**config.mk**
```make
export PLATFORM = sky130hd
export DESIGN_NAME = tod_counter
export DESIGN_NICKNAME = d
export VERILOG_FILES = /design/src/rtl/tod_pkg.sv /design/src/rtl/tod_split_reg.sv /design/src/rtl/tod_snap.sv /design/src/rtl/tod_period.sv /design/src/rtl/tod_accum.sv /design/src/rtl/tod_counter.sv
export SDC_FILE = /design/constraint.sdc
export NUM_CORES = 1
export LEC_CHECK = 0
export BUFFER_PORTS_ARGS = -buffer_cell sky130_fd_sc_hd__buf_2
export CELL_PAD_IN_SITES_DETAIL_PLACEMENT = 0
export CELL_PAD_IN_SITES_GLOBAL_PLACEMENT = 2
export CORE_MARGIN = 5
export CORE_UTILIZATION = 43
export CTS_CLUSTER_DIAMETER = 150
export DETAILED_ROUTE_END_ITERATION = 7
export GPL_TIMING_DRIVEN = 1
export MAX_ROUTING_LAYER = met4
export PLACE_DENSITY_LB_ADDON = 0.1
export RECOVER_POWER = 50
export SYNTH_ARGS = -nofsm -noshare
export SYNTH_HDL_FRONTEND = slang
export SYNTH_SLANG_ARGS = --single-unit
```
**constraint.sdc**
```tcl
create_clock -name clk_i -period 17.7 [get_ports clk_i]
set_input_delay 3.54 -clock clk_i [delete_from_list [all_inputs] [get_ports clk_i]]
set_output_delay 3.54 -clock clk_i [all_outputs]
set_load 0.005 [all_outputs]
```
**src/rtl/tod_pkg.sv**
```systemverilog
package tod_pkg;
  localparam int DW = 32;
  localparam int TW = 2 * DW;
  localparam int AW = 3;

  typedef enum logic [AW-1:0] {
    A_CTRL   = 3'd0,
    A_ADDEND = 3'd1,
    A_CNT_LO = 3'd2,
    A_CNT_HI = 3'd3,
    A_OFS_LO = 3'd4,
    A_OFS_HI = 3'd5,
    A_NOW_LO = 3'd6,
    A_NOW_HI = 3'd7
  } reg_addr_e;

  localparam int CTRL_SEL_LSB = 0;
  localparam int CTRL_SEL_W   = 2;
  localparam int CTRL_EN_BIT  = 2;
  localparam int CTRL_ATM_BIT = 15;
  localparam int CTRL_INT_LSB = 16;
endpackage

```
**src/rtl/tod_split_reg.sv**
```systemverilog
// Low-then-high staged 64-bit register; HOLD selects whether the value lives here.
module tod_split_reg #(
  parameter int DW   = 32,
  parameter bit HOLD = 1'b1,
  localparam int TW  = 2 * DW
) (
  input  logic          clk_i,
  input  logic          rst_ni,
  input  logic          wr_lo_i,
  input  logic          wr_hi_i,
  input  logic [DW-1:0] wdata_i,
  output logic          commit_o,
  output logic [TW-1:0] commit_val_o,
  output logic [TW-1:0] value_o
);
  logic [DW-1:0] stage_lo_q;

  always_ff @(posedge clk_i or negedge rst_ni) begin
    if (!rst_ni)      stage_lo_q <= '0;
    else if (wr_lo_i) stage_lo_q <= wdata_i;
  end

  assign commit_o     = wr_hi_i;
  assign commit_val_o = {wdata_i, stage_lo_q};

  generate
    if (HOLD) begin : g_hold
      logic [TW-1:0] val_q;
      always_ff @(posedge clk_i or negedge rst_ni) begin
        if (!rst_ni)      val_q <= '0;
        else if (wr_hi_i) val_q <= commit_val_o;
      end
      assign value_o = val_q;
    end else begin : g_pass
      assign value_o = '0;
    end
  endgenerate
endmodule

```
**src/rtl/tod_snap.sv**
```systemverilog
// Captures the high half when the low half is read.
module tod_snap #(
  parameter int DW  = 32,
  localparam int TW = 2 * DW
) (
  input  logic          clk_i,
  input  logic          rst_ni,
  input  logic          rd_lo_i,
  input  logic [TW-1:0] value_i,
  output logic [DW-1:0] hi_o
);
  always_ff @(posedge clk_i or negedge rst_ni) begin
    if (!rst_ni)      hi_o <= '0;
    else if (rd_lo_i) hi_o <= value_i[TW-1:DW];
  end
endmodule

```
**src/rtl/tod_period.sv**
```systemverilog
// Control word, addend and active/pending whole-ns period.
module tod_period #(
  parameter int DW    = 32,
  parameter int INT_W = 10,
  parameter int SEL_W = 2
) (
  input  logic             clk_i,
  input  logic             rst_ni,
  input  logic             ctrl_wr_i,
  input  logic [SEL_W-1:0] sel_i,
  input  logic             en_i,
  input  logic             atm_i,
  input  logic [INT_W-1:0] int_i,
  input  logic             add_wr_i,
  input  logic [DW-1:0]    add_i,
  output logic [SEL_W-1:0] sel_o,
  output logic             en_o,
  output logic             atm_o,
  output logic [INT_W-1:0] int_wr_o,
  output logic [INT_W-1:0] int_act_o,
  output logic [DW-1:0]    frac_o
);
  logic [SEL_W-1:0] sel_q;
  logic             en_q, atm_q;
  logic [INT_W-1:0] int_wr_q, int_act_q;
  logic [DW-1:0]    frac_q;

  always_ff @(posedge clk_i or negedge rst_ni) begin
    if (!rst_ni) begin
      sel_q    <= '0;
      en_q     <= 1'b0;
      atm_q    <= 1'b0;
      int_wr_q <= '0;
    end else if (ctrl_wr_i) begin
      sel_q    <= sel_i;
      en_q     <= en_i;
      atm_q    <= atm_i;
      int_wr_q <= int_i;
    end
  end

  // Atomic mode is judged by the bit already held, not the incoming one.
  always_ff @(posedge clk_i or negedge rst_ni) begin
    if (!rst_ni)                   int_act_q <= '0;
    else if (ctrl_wr_i && !atm_q)  int_act_q <= int_i;
    else if (add_wr_i)             int_act_q <= int_wr_q;
  end

  always_ff @(posedge clk_i or negedge rst_ni) begin
    if (!rst_ni)       frac_q <= '0;
    else if (add_wr_i) frac_q <= add_i;
  end

  assign sel_o     = sel_q;
  assign en_o      = en_q;
  assign atm_o     = atm_q;
  assign int_wr_o  = int_wr_q;
  assign int_act_o = int_act_q;
  assign frac_o    = frac_q;
endmodule

```
**src/rtl/tod_accum.sv**
```systemverilog
// Fractional accumulator and 64-bit nanosecond counter.
module tod_accum #(
  parameter int DW    = 32,
  parameter int INT_W = 10,
  localparam int TW   = 2 * DW
) (
  input  logic             clk_i,
  input  logic             rst_ni,
  input  logic             en_i,
  input  logic [INT_W-1:0] int_i,
  input  logic [DW-1:0]    frac_i,
  input  logic             load_i,
  input  logic [TW-1:0]    load_val_i,
  output logic [TW-1:0]    cnt_o
);
  logic [DW-1:0] acc_q;
  logic [DW:0]   acc_sum;
  logic [TW-1:0] cnt_q, step;

  assign acc_sum = {1'b0, acc_q} + {1'b0, frac_i};
  assign step    = TW'(int_i) + TW'(acc_sum[DW]);

  always_ff @(posedge clk_i or negedge rst_ni) begin
    if (!rst_ni)   acc_q <= '0;
    else if (en_i) acc_q <= acc_sum[DW-1:0];
  end

  always_ff @(posedge clk_i or negedge rst_ni) begin
    if (!rst_ni)     cnt_q <= '0;
    else if (load_i) cnt_q <= load_val_i;
    else if (en_i)   cnt_q <= cnt_q + step;
  end

  assign cnt_o = cnt_q;
endmodule

```
**src/rtl/tod_counter.sv**
```systemverilog
module tod_counter
  import tod_pkg::*;
#(
  parameter int INT_W = 10
) (
  input  logic          clk_i,
  input  logic          rst_ni,
  input  logic          bus_req_i,
  input  logic          bus_we_i,
  input  logic [2:0]    bus_addr_i,
  input  logic [31:0]   bus_wdata_i,
  output logic [31:0]   bus_rdata_o,
  output logic [1:0]    clk_sel_o,
  output logic [63:0]   time_o
);
  logic wr, rd;
  logic [CTRL_SEL_W-1:0] sel;
  logic en, atm;
  logic [INT_W-1:0] int_wr, int_act;
  logic [DW-1:0] frac;
  logic cnt_load, ofs_commit;
  logic [TW-1:0] cnt_load_val, ofs_commit_val, ofs_unused_val;
  logic [TW-1:0] cnt, ofs, now;
  logic [DW-1:0] cnt_hi_snap, now_hi_snap, ctrl_rd;
  logic [DW-1:0] rdata_q;

  assign wr = bus_req_i && bus_we_i;
  assign rd = bus_req_i && !bus_we_i;

  tod_period #(.DW(DW), .INT_W(INT_W), .SEL_W(CTRL_SEL_W)) u_period (
    .clk_i, .rst_ni,
    .ctrl_wr_i (wr && bus_addr_i == A_CTRL),
    .sel_i     (bus_wdata_i[CTRL_SEL_LSB +: CTRL_SEL_W]),
    .en_i      (bus_wdata_i[CTRL_EN_BIT]),
    .atm_i     (bus_wdata_i[CTRL_ATM_BIT]),
    .int_i     (bus_wdata_i[CTRL_INT_LSB +: INT_W]),
    .add_wr_i  (wr && bus_addr_i == A_ADDEND),
    .add_i     (bus_wdata_i),
    .sel_o     (sel),
    .en_o      (en),
    .atm_o     (atm),
    .int_wr_o  (int_wr),
    .int_act_o (int_act),
    .frac_o    (frac)
  );

  tod_split_reg #(.DW(DW), .HOLD(1'b0)) u_cnt_stage (
    .clk_i, .rst_ni,
    .wr_lo_i      (wr && bus_addr_i == A_CNT_LO),
    .wr_hi_i      (wr && bus_addr_i == A_CNT_HI),
    .wdata_i      (bus_wdata_i),
    .commit_o     (cnt_load),
    .commit_val_o (cnt_load_val),
    .value_o      (ofs_unused_val)
  );

  tod_split_reg #(.DW(DW), .HOLD(1'b1)) u_ofs (
    .clk_i, .rst_ni,
    .wr_lo_i      (wr && bus_addr_i == A_OFS_LO),
    .wr_hi_i      (wr && bus_addr_i == A_OFS_HI),
    .wdata_i      (bus_wdata_i),
    .commit_o     (ofs_commit),
    .commit_val_o (ofs_commit_val),
    .value_o      (ofs)
  );

  tod_accum #(.DW(DW), .INT_W(INT_W)) u_accum (
    .clk_i, .rst_ni,
    .en_i       (en),
    .int_i      (int_act),
    .frac_i     (frac),
    .load_i     (cnt_load),
    .load_val_i (cnt_load_val),
    .cnt_o      (cnt)
  );

  assign now = cnt + ofs;

  tod_snap #(.DW(DW)) u_cnt_snap (
    .clk_i, .rst_ni,
    .rd_lo_i (rd && bus_addr_i == A_CNT_LO),
    .value_i (cnt),
    .hi_o    (cnt_hi_snap)
  );

  tod_snap #(.DW(DW)) u_now_snap (
    .clk_i, .rst_ni,
    .rd_lo_i (rd && bus_addr_i == A_NOW_LO),
    .value_i (now),
    .hi_o    (now_hi_snap)
  );

  always_comb begin
    ctrl_rd = '0;
    ctrl_rd[CTRL_SEL_LSB +: CTRL_SEL_W] = sel;
    ctrl_rd[CTRL_EN_BIT]                = en;
    ctrl_rd[CTRL_ATM_BIT]               = atm;
    ctrl_rd[CTRL_INT_LSB +: INT_W]      = int_wr;
  end

  always_ff @(posedge clk_i or negedge rst_ni) begin
    if (!rst_ni) rdata_q <= '0;
    else if (rd) begin
      unique case (reg_addr_e'(bus_addr_i))
        A_CTRL:   rdata_q <= ctrl_rd;
        A_ADDEND: rdata_q <= frac;
        A_CNT_LO: rdata_q <= cnt[DW-1:0];
        A_CNT_HI: rdata_q <= cnt_hi_snap;
        A_OFS_LO: rdata_q <= ofs[DW-1:0];
        A_OFS_HI: rdata_q <= ofs[TW-1:DW];
        A_NOW_LO: rdata_q <= now[DW-1:0];
        A_NOW_HI: rdata_q <= now_hi_snap;
        default:  rdata_q <= '0;
      endcase
    end
  end

  assign bus_rdata_o = rdata_q;
  assign clk_sel_o   = sel;
  assign time_o      = now;

  logic unused_ok;
  assign unused_ok = ^{ofs_commit, ofs_commit_val, ofs_unused_val};
endmodule

```
Word-level counts from Yosys, hierarchy flattened
Index checks and enable logic that the tools add are counted.
{"block": "word_totals", "ff_bits": 376, "out_inout_bits": 98, "wordCells": 46}
{"block": "classes", "n_addsub": 4, "n_eq_ne": 7, "muxes": 5, "reduce_logical": 16}
{"operator": "$pmux 32 s8", "n": 1}
{"operator": "$add 64x64->64", "n": 2}
{"operator": "$mux 64", "n": 2}
{"operator": "$add 32x32->33", "n": 1}
{"operator": "$mux 10", "n": 2}
{"operator": "$eq 3x3->1 const B", "n": 4}
{"operator": "$add 10x1->11", "n": 1}
{"operator": "$logic_and 1x1->1", "n": 11}
{"operator": "$eq 3x2->1 const B", "n": 2}
{"operator": "$reduce_bool 2->1", "n": 2}
{"operator": "$eq 3x1->1 const B", "n": 1}
{"operator": "$logic_not 3->1", "n": 1}
{"operator": "$logic_not 1->1", "n": 2}

Longest topological paths before layout
Gate-level depths: netlist of the first run.
{"block": "depth", "ltp_word": 5, "depth_mapped": 28, "ltp_nobuf": 27}

Cells and area by module
Synthesis of the first run repeated with hierarchy kept, for this count alone.
{"block": "unflattened", "hier_cells": 2342, "area_unflattened_um2": 24662.4}
{"module": "tod_accum", "instances": 1, "cells_per_inst": 780, "area_each_um2": 6934.2}
{"module": "tod_counter", "instances": 1, "cells_per_inst": 893, "area_each_um2": 6558.8}
{"module": "tod_split_reg (u_ofs)", "instances": 1, "cells_per_inst": 236, "area_each_um2": 4147.7}
{"module": "tod_snap", "instances": 2, "cells_per_inst": 68, "area_each_um2": 1345.0}
{"module": "tod_period", "instances": 1, "cells_per_inst": 131, "area_each_um2": 2254.7}
{"module": "tod_split_reg (u_cnt_stage)", "instances": 1, "cells_per_inst": 166, "area_each_um2": 2077.0}

Worst setup path before layout of the first run
OpenSTA, ideal clock, no wires.
{"block": "synth_path", "path_kind": "register to output", "start": "register u_accum.cnt_q[0], in the netlist u_accum.cnt_o[0]", "end": "output port time_o[58]", "t_arrival_ns": 3.063, "t_required_ns": 14.160, "slack_ns": 11.097, "stages_incl_launch_ff": 15, "n_path_buf": 0, "cell_sequence": "dfrtp_1 > ha_1 > inv_1 > fa_1 > nand2b_1 > a21oi_1 > o21ai_0 > a211oi_1 > o21ai_0 > a21oi_1 > o21ai_1 > o31ai_1 > a21oi_1 > o21ai_0 > xor2_1"}
{"block": "synth_via", "elab_chain_len": 1}
{"item": "start, declared", "line": "tod_accum.sv:18", "source": "logic [TW-1:0] cnt_q, step;"}
{"item": "start signal, assigned", "line": "tod_accum.sv:30", "source": "else if (load_i) cnt_q <= load_val_i;"}
{"item": "start signal, assigned", "line": "tod_accum.sv:31", "source": "else if (en_i) cnt_q <= cnt_q + step;"}
{"item": "$add 64x64->64", "line": "tod_counter.sv:77", "source": "assign now = cnt + ofs;"}
{"item": "end, declared", "line": "tod_counter.sv:14", "source": "output logic [63:0] time_o"}
No other way between the ends.

==> flow_metrics.py, run 1 <==
metrics = {
    "setup_path": {
        "critical_path.most_common_cell": "clkbuf_1",
        "critical-path-slowest-cell": "clkbuf_1",
        "critical_path.endpoint_type": "asynchronous set/reset pin",
        "cp.required_ns": 17.46,
        "critPathBufInv": 2,
        "setup.worst_path.class": "input pin to asynchronous set/reset pin",
        "worst_ep_arrival_time_ns": 10.51,
        "max_stage_delay_ns": 3.72,
        "critical-path-top-delay-family": "buffers and inverters",
        "r2r_path_end": "u_accum.cnt_o[44]",
        "startpoint_kind_of_the_worst_setup_timing_path": "input pin",
        "rrSetupSlack_ns": 9.45,
        "critical_path.cell_chain": "clkbuf_1 > clkbuf_1",
        "worstReg2RegStart": "u_period.frac_o[0]",
        "timing.critical_path.fanout_max": 90,
        "reg2regPathDepth": 27,
    },
    "route": {
        "drtIter0Drc": 1665,
        "ant_nets": 0,
        "drc": 0,
        "finalWirelength_um": 84100,
        "drt_pre_antenna_iters": 5,
        "drt-vias-per-instance": 5.98,
        "dr_total_vias": 18900,
        "wl_per_cell_um": 26.6,
    },
    "layout": {
        "num_antenna_cells": 0,
        "share_of_cells_above_drive_strength_1_pct": 18.5,
        "layout.cells.most_common": "dfrtp_1",
        "most-common-layout-cells": "376 x dfrtp_1, 295 x nand2_1, 214 x a21oi_1, 210 x mux2_2, 189 x nor2_1",
        "syn_to_final_growth_pct": 13.9,
        "fillCellCount": 4883,
        "fin_nets": 2598,
    },
    "clock_network": {
        "cts_made_buffers": 46,
        "number_of_gates_resized_after_cts": 0,
        "cts_tree": "yes",
        "worstSkewPairLatency_ns": 0.60,
        "cts_root_buffer": "clkbuf_16",
        "cts.reportedPaths.clkPinSlew_ns": 0.06,
        "htree_levels": 2,
        "post-cts-setup-buffer-count": 0,
        "cts_hold_buffers": 0,
        "cts.sink_count": 376,
        "ctsLongestPathBuffers": 3,
    },
    "die": {
        "floorplan.core_area_sq_um": 51300,
        "dieArea_sq_um": 56500,
        "die-height_um": 238,
        "ioPinCount": 137,
        "die_width_um": 238,
        "num_rows": 83,
        "floorplan.initialDensity_pct": 43.4,
    },
    "synth": {
        "yosys-mux-area-fraction_pct": 11.8,
        "synth_flop_cell": "dfrtp_1",
        "synth_fa_ha_area_share_pct": 6.33,
        "yosysWarnings": 0,
        "synth-xor-area-share_pct": 5.93,
        "synth_simple_gate_area_share_pct": 14.1,
        "synthDistinctLibCells": 78,
        "synth-async-reset-ratio_pct": 100,
        "compound_gate_fraction_of_synth_area_pct": 16.9,
        "dominant_combinational_cell_family_by_area_after_synthesis": "compound AO/OA/AOI/OAI gates",
        "synthesis.area_sq_um": 22300,
        "fraction_of_the_yosys_area_taken_by_sequential_cells_pct": 42.2,
        "synth_nets": 2493,
        "synth-edff-count": 0,
        "avgSynthCellArea_sq_um": 9.51,
        "netlist_instances": 2343,
        "synth_seq_cells": 376,
    },
    "sta": {
        "fmax_mhz": 93.1,
        "finalWorstPathRequiredPeriod_ns": 10.74,
        "worst_slew_margin_rel_pct": -261,
        "finalMaxSlewViolations": 354,
        "timing.final.ws_setup_ns": 6.96,
        "tightestPinTransition_ns": 5.42,
        "setup_viol": 0,
        "hold_slack_ns": 0.477,
        "rsz0062_at_grt": "no",
        "finClkSkew_ns": 0.0239,
        "timing.setup.tns_ns": 0,
        "final.period_utilization_pct": 60.7,
        "timing_hold_violations_final": 0,
    },
    "run_status": {
        "violations": "capacitance limit, slew limit",
        "outcome": "finished, violations left",
    },
    "grt": {
        "number_of_global_route_vias_before_repair": 18500,
        "grt_max_degree": 142,
        "grt.met1_usage_pct": 43.6,
        "grt_first_pass_wirelength_um": 125000,
        "grt-ovfl-total": 0,
        "busiest_layer": "met2",
        "globalRouteTotalUtil_pct": 30.1,
        "globalRouteMet3Util_pct": 4.61,
        "globalRouteMet2Util_pct": 43.7,
        "antenna_found_initial": 0,
    },
    "power": {
        "power.ir.vdd_worst_uv": 105,
        "static-leakage-power_nw": 11.5,
        "power_density_nw_per_um2": 183,
    },
    "flow_run": {
        "drv_cap": 6,
    },
    "placed_design": {
        "dp.final_hpwl_um": 61800,
        "place_ws_ns": 9.76,
        "port_buffers": 136,
        "gp_routability_congestion": 0.953,
    },
    "worst_hold_path": {
        "hold_class": "flop to flop",
        "hold_path_startpoint": "bus_rdata_o[6]",
        "worst_hold_path.endpoint": "bus_rdata_o[6]",
        "worstHoldPathCells": 2,
    },
}
## worst reg2reg max path, stage by stage (launching register included)
cell and delay [ns]:
dfrtp_1 0.40, ha_1 0.25, fa_1 0.41, a21oi_1 0.18
and4b_1 0.23, o31a_1 0.30, nor2b_1 0.20, or4_4 0.58
a31oi_1 0.33, o21ai_2 0.13, or4_1 0.40, a31oi_1 0.27
o21ai_0 0.39, ha_1 0.35, xor2_1 0.19, inv_1 0.09
fa_1 0.41, nor2b_1 0.16, o21ai_0 0.11, a21boi_0 0.27
o21ai_0 0.21, a21boi_0 0.27, o21ai_0 0.20, a21oi_1 0.53
or3_1 0.61, nand4_1 0.20, xnor2_1 0.30, a21oi_1 0.10
## flip-flops by register name (all words and copies together), names as in the netlist
signal,flops
u_period.sel_o,2
u_cnt_snap.hi_o,32
u_period.int_wr_o,10
u_accum.cnt_o,64
u_period.int_act_o,10
u_ofs.value_o,64
u_now_snap.hi_o,32
u_ofs.stage_lo_q,32
u_period.atm_o,1
u_period.frac_o,32
u_cnt_stage.stage_lo_q,32
u_accum.acc_q,32
bus_rdata_o,32
u_period.en_o,1
## worst max-delay path by stage
stage	end	cells past startpoint	start	slack (ns)
finish	u_cnt_snap.hi_o[22]	2	rst_ni	6.96
global route	u_accum.cnt_o[20]	2	rst_ni	5.54
CTS	time_o[60]	14	u_accum.cnt_o[0]	9.10
detailed placement	time_o[60]	14	u_accum.cnt_o[0]	9.76
global placement	time_o[60]	14	u_accum.cnt_o[0]	9.85
floorplan	time_o[58]	14	u_accum.cnt_o[0]	11.10
## per-layer routing
metal	part of all wire, %	vias up
met2	43	660
met1	47	9546
li1	-	8588
met5	0	-
met4	3.2	0
met3	6.8	131
## metrics by stage
step	cells	power (mW)	instance area [sq um]	util [%]
6_report	3165	4.66	25400	49.5
3_3_place_gp	3080	3.53	23700	46.3
5_1_grt	3165	4.93	25400	49.5
2_1_floorplan	2343	2.71	22300	-
3_5_place_dp	3080	3.56	23700	46.3
4_1_cts	3165	4.66	25500	49.7
## cells by family (layout without fill, tap and decap cells)
| family | count (synthesis) | after routing |
|---|---|---|
| simple gates | 708 | 708 |
| compound gates | 599 | 599 |
| flops | 376 | 376 |
| mux | 236 | 236 |
| buf+inv | 162 | 304 |
| xor+xnor | 151 | 151 |
| fa+ha+maj | 111 | 111 |
## power by group
| part | total [mW] | internal [mW] | switching (mW) |
|---|---|---|---|
| Sequential | 1.40 | 1.13 | 0.271 |
| Clock | 1.09 | 0.686 | 0.407 |
| Combinational | 2.17 | 0.891 | 1.28 |
## synthesized netlist by cell type (6+ instances only)
| master | number | area, sq um |
|---|---|---|
| or3_1 | 8 | 50.1 |
| o31ai_1 | 12 | 90.1 |
| ha_1 | 108 | 1350 |
| dfrtp_1 | 376 | 9410 |
| nor3_1 | 37 | 185 |
| a21oi_1 | 213 | 1070 |
| and3_1 | 22 | 138 |
| nand3_1 | 59 | 295 |
| a221o_1 | 9 | 90.1 |
| buf_1 | 6 | 22.5 |
| a21o_1 | 64 | 480 |
| a22oi_1 | 52 | 390 |
| o21bai_1 | 16 | 120 |
| o211ai_1 | 11 | 82.6 |
| nand4_1 | 32 | 200 |
| o21a_1 | 14 | 105 |
| inv_1 | 48 | 180 |
| o21ai_0 | 119 | 596 |
| mux2i_1 | 25 | 250 |
| clkbuf_1 | 104 | 390 |
| nand2_1 | 295 | 1110 |
| mux2_2 | 210 | 2360 |
| a211oi_1 | 16 | 120 |
| nor2b_1 | 17 | 106 |
| and2_1 | 11 | 68.8 |
| xnor2_1 | 106 | 928 |
| nor2_1 | 190 | 713 |
| xor2_1 | 45 | 394 |
| o22ai_1 | 11 | 68.8 |
| a31oi_1 | 8 | 50.1 |
| nand2b_1 | 14 | 87.6 |
| a221oi_1 | 11 | 96.3 |
## layout make-up
type | count | area [sq um] | area share, %
Timing Repair Buffer | 169 | 887 | 3.49
Sequential cell | 376 | 9410 | 37.1
Clock inverter | 25 | 440 | 1.74
Multi-Input combinational cell | 1805 | 12300 | 48.4
Inverter | 50 | 188 | 0.739
Clock buffer | 60 | 1320 | 5.18
Tap cell | 680 | 851 | 3.35
(Power assumes the default switching activity.)
==> run 2, diff against run 1 <==
Settings changed: CORE_UTILIZATION 43 to 40.
Clock period 17.7 ns to 10.3 ns, I/O delays scaled along.
==> flow_metrics.py, run 2 (synthesis results as in run 1) <==
metrics = {
    "sta": {
        "timing.setup.tns_ns": 0,
        "timing_hold_violations_final": 0,
        "finClkSkew_ns": 0.0203,
        "final.period_utilization_pct": 76.3,
        "fmax_mhz": 127,
        "finalMaxSlewViolations": 264,
        "tightestPinTransition_ns": 5.59,
        "worst_slew_margin_rel_pct": -272,
        "finalWorstPathRequiredPeriod_ns": 7.85,
        "rsz0062_at_grt": "no",
        "setup_viol": 0,
    },
    "die": {
        "floorplan.initialDensity_pct": 40.5,
        "dieArea_sq_um": 60500,
        "ioPinCount": 137,
        "num_rows": 86,
        "floorplan.core_area_sq_um": 55100,
        "die_width_um": 246,
        "die-height_um": 246,
    },
    "clock_network": {
        "cts_tree": "yes",
        "cts_root_buffer": "clkbuf_16",
        "number_of_gates_resized_after_cts": 0,
        "htree_levels": 2,
        "cts.reportedPaths.clkPinSlew_ns": 0.07,
        "post-cts-setup-buffer-count": 0,
        "cts_hold_buffers": 0,
        "worstSkewPairLatency_ns": 0.60,
        "cts_made_buffers": 47,
        "cts.sink_count": 376,
        "ctsLongestPathBuffers": 3,
    },
    "route": {
        "drt_pre_antenna_iters": 5,
        "dr_total_vias": 18700,
        "drtIter0Drc": 1508,
        "drc": 0,
        "drt-vias-per-instance": 5.79,
        "wl_per_cell_um": 26.6,
        "finalWirelength_um": 86000,
        "ant_nets": 0,
    },
    "layout": {
        "utilization_pct": 45.9,
        "layout.cells.most_common": "dfrtp_1",
        "num_antenna_cells": 0,
        "finish.instance_area_sq_um": 25300,
        "syn_to_final_growth_pct": 13.5,
        "most-common-layout-cells": "376 x dfrtp_1, 295 x nand2_1, 213 x a21oi_1, 210 x mux2_2, 189 x nor2_1",
        "fin_nets": 2599,
        "share_of_cells_above_drive_strength_1_pct": 18.7,
    },
    "setup_path": {
        "timing.critical_path.fanout_max": 5,
        "critical_path.endpoint_type": "flop",
        "setup.worst_path.class": "flop to flop",
        "critical-path-slowest-cell": "o311ai_0",
        "worst_ep_arrival_time_ns": 8.28,
        "critPathBufInv": 0,
        "startpoint_kind_of_the_worst_setup_timing_path": "flop",
        "critical_path.most_common_cell": "o21ai_0",
        "max_stage_delay_ns": 1.00,
        "critical-path-top-delay-family": "compound AO/OA/AOI/OAI gates",
        "cp.required_ns": 10.73,
    },
    "grt": {
        "antenna_found_initial": 5,
        "grt_max_degree": 160,
        "number_of_global_route_vias_before_repair": 18500,
        "globalRouteTotalUtil_pct": 28.6,
        "grt-ovfl-total": 0,
        "grt_first_pass_wirelength_um": 125000,
    },
    "power": {
        "static-leakage-power_nw": 11.4,
        "combinationalPowerShare_pct": 47.3,
        "power.ir.vdd_worst_uv": 154,
        "p_clk_share_pct": 21.5,
        "power_density_nw_per_um2": 308,
        "p_sw_mw": 3.33,
        "power_frac_seq_pct": 31.2,
        "switching_share_pct": 42.8,
        "cellInternalPower_mw": 4.46,
    },
    "placed_design": {
        "gp_routability_congestion": 0.905,
        "placement.cell_area_sq_um": 23800,
        "dp.final_hpwl_um": 63600,
        "port_buffers": 136,
    },
    "worst_hold_path": {
        "hold_class": "flop to flop",
    },
    "run_status": {
        "outcome": "finished, violations left",
        "violations": "capacitance limit, slew limit",
    },
    "flow_run": {
        "drv_cap": 4,
    },
}
==> run 2: cell types whose count changed in the layout (fill, tap and decap cells not counted), moves of 3 or more <==
| cell | before | now |
|---|---|---|
| buf_2 | 114 | 121 |
| bufinv_16 | 11 | 4 |
| buf_4 | 25 | 29 |
| clkbuf_8 | 9 | 5 |
| clkbuf_1 | 33 | 30 |
==> run 2: worst min-delay path: stages, from the launching register on <==
cell and delay [ns]:
dfrtp_1 0.34, nand2_1 0.04, o21ai_0 0.06
==> run 2: path summary, 6_finish.rpt <==
path / startpoint / to / slack, ns / cells after the start
worst max-delay path: u_period.frac_o[0] / u_accum.cnt_o[52] / 2.45 / 27
worst min-delay path: bus_rdata_o[6] / bus_rdata_o[6] / 0.47 / 2
worst max register to register: u_period.frac_o[0] / u_accum.cnt_o[52] / 2.45 / 27
worst min register to register: bus_rdata_o[6] / bus_rdata_o[6] / 0.47 / 2
max in group asynchronous: rst_ni / u_accum.acc_q[10] / 2.97 / 2
min in group asynchronous: rst_ni / u_now_snap.hi_o[7] / 3.53 / 1
==> run 2: cell type report <==
cell class | instances | area, sq um
Fill cell | 5416 | 29800
Multi-Input combinational cell | 1805 | 12300
Sequential cell | 376 | 9410
Clock buffer | 67 | 1320
Tap cell | 748 | 936
Timing Repair Buffer | 169 | 913
Clock inverter | 16 | 200
Inverter | 50 | 188
==> run 2: layer usage <==
layer	share of wire [%]	up-vias	GRT usage (%)
met5	0	-	-
met1	47	9416	40.1
met2	43	556	42.2
met3	6.4	148	5.68
met4	3.5	0	8.75
li1	-	8600	-
==> run 2: power groups by stage <==
stage	Sequential, mW	Combinational (mW)	Clock, mW
2_1_floorplan	2.21	2.45	0
3_3_place_gp	2.43	3.66	0
3_5_place_dp	2.44	3.68	0
4_1_cts	2.42	3.70	1.71
5_1_grt	2.47	4.04	1.77
6_report	2.43	3.69	1.68
==> run 2: stage by stage <==
step / total power [mW] / hold WS [ns] / worst slack [ns] / cells
floorplan: 4.66 / 0.433 / 4.02 / 2343
global route: 8.28 / 0.504 / 1.71 / 3231
detailed placement: 6.12 / 0.465 / 2.55 / 3148
global placement: 6.09 / 0.454 / 2.68 / 3148
finish: 7.79 / 0.472 / 2.45 / 3231
CTS: 7.82 / 0.478 / 2.50 / 3231
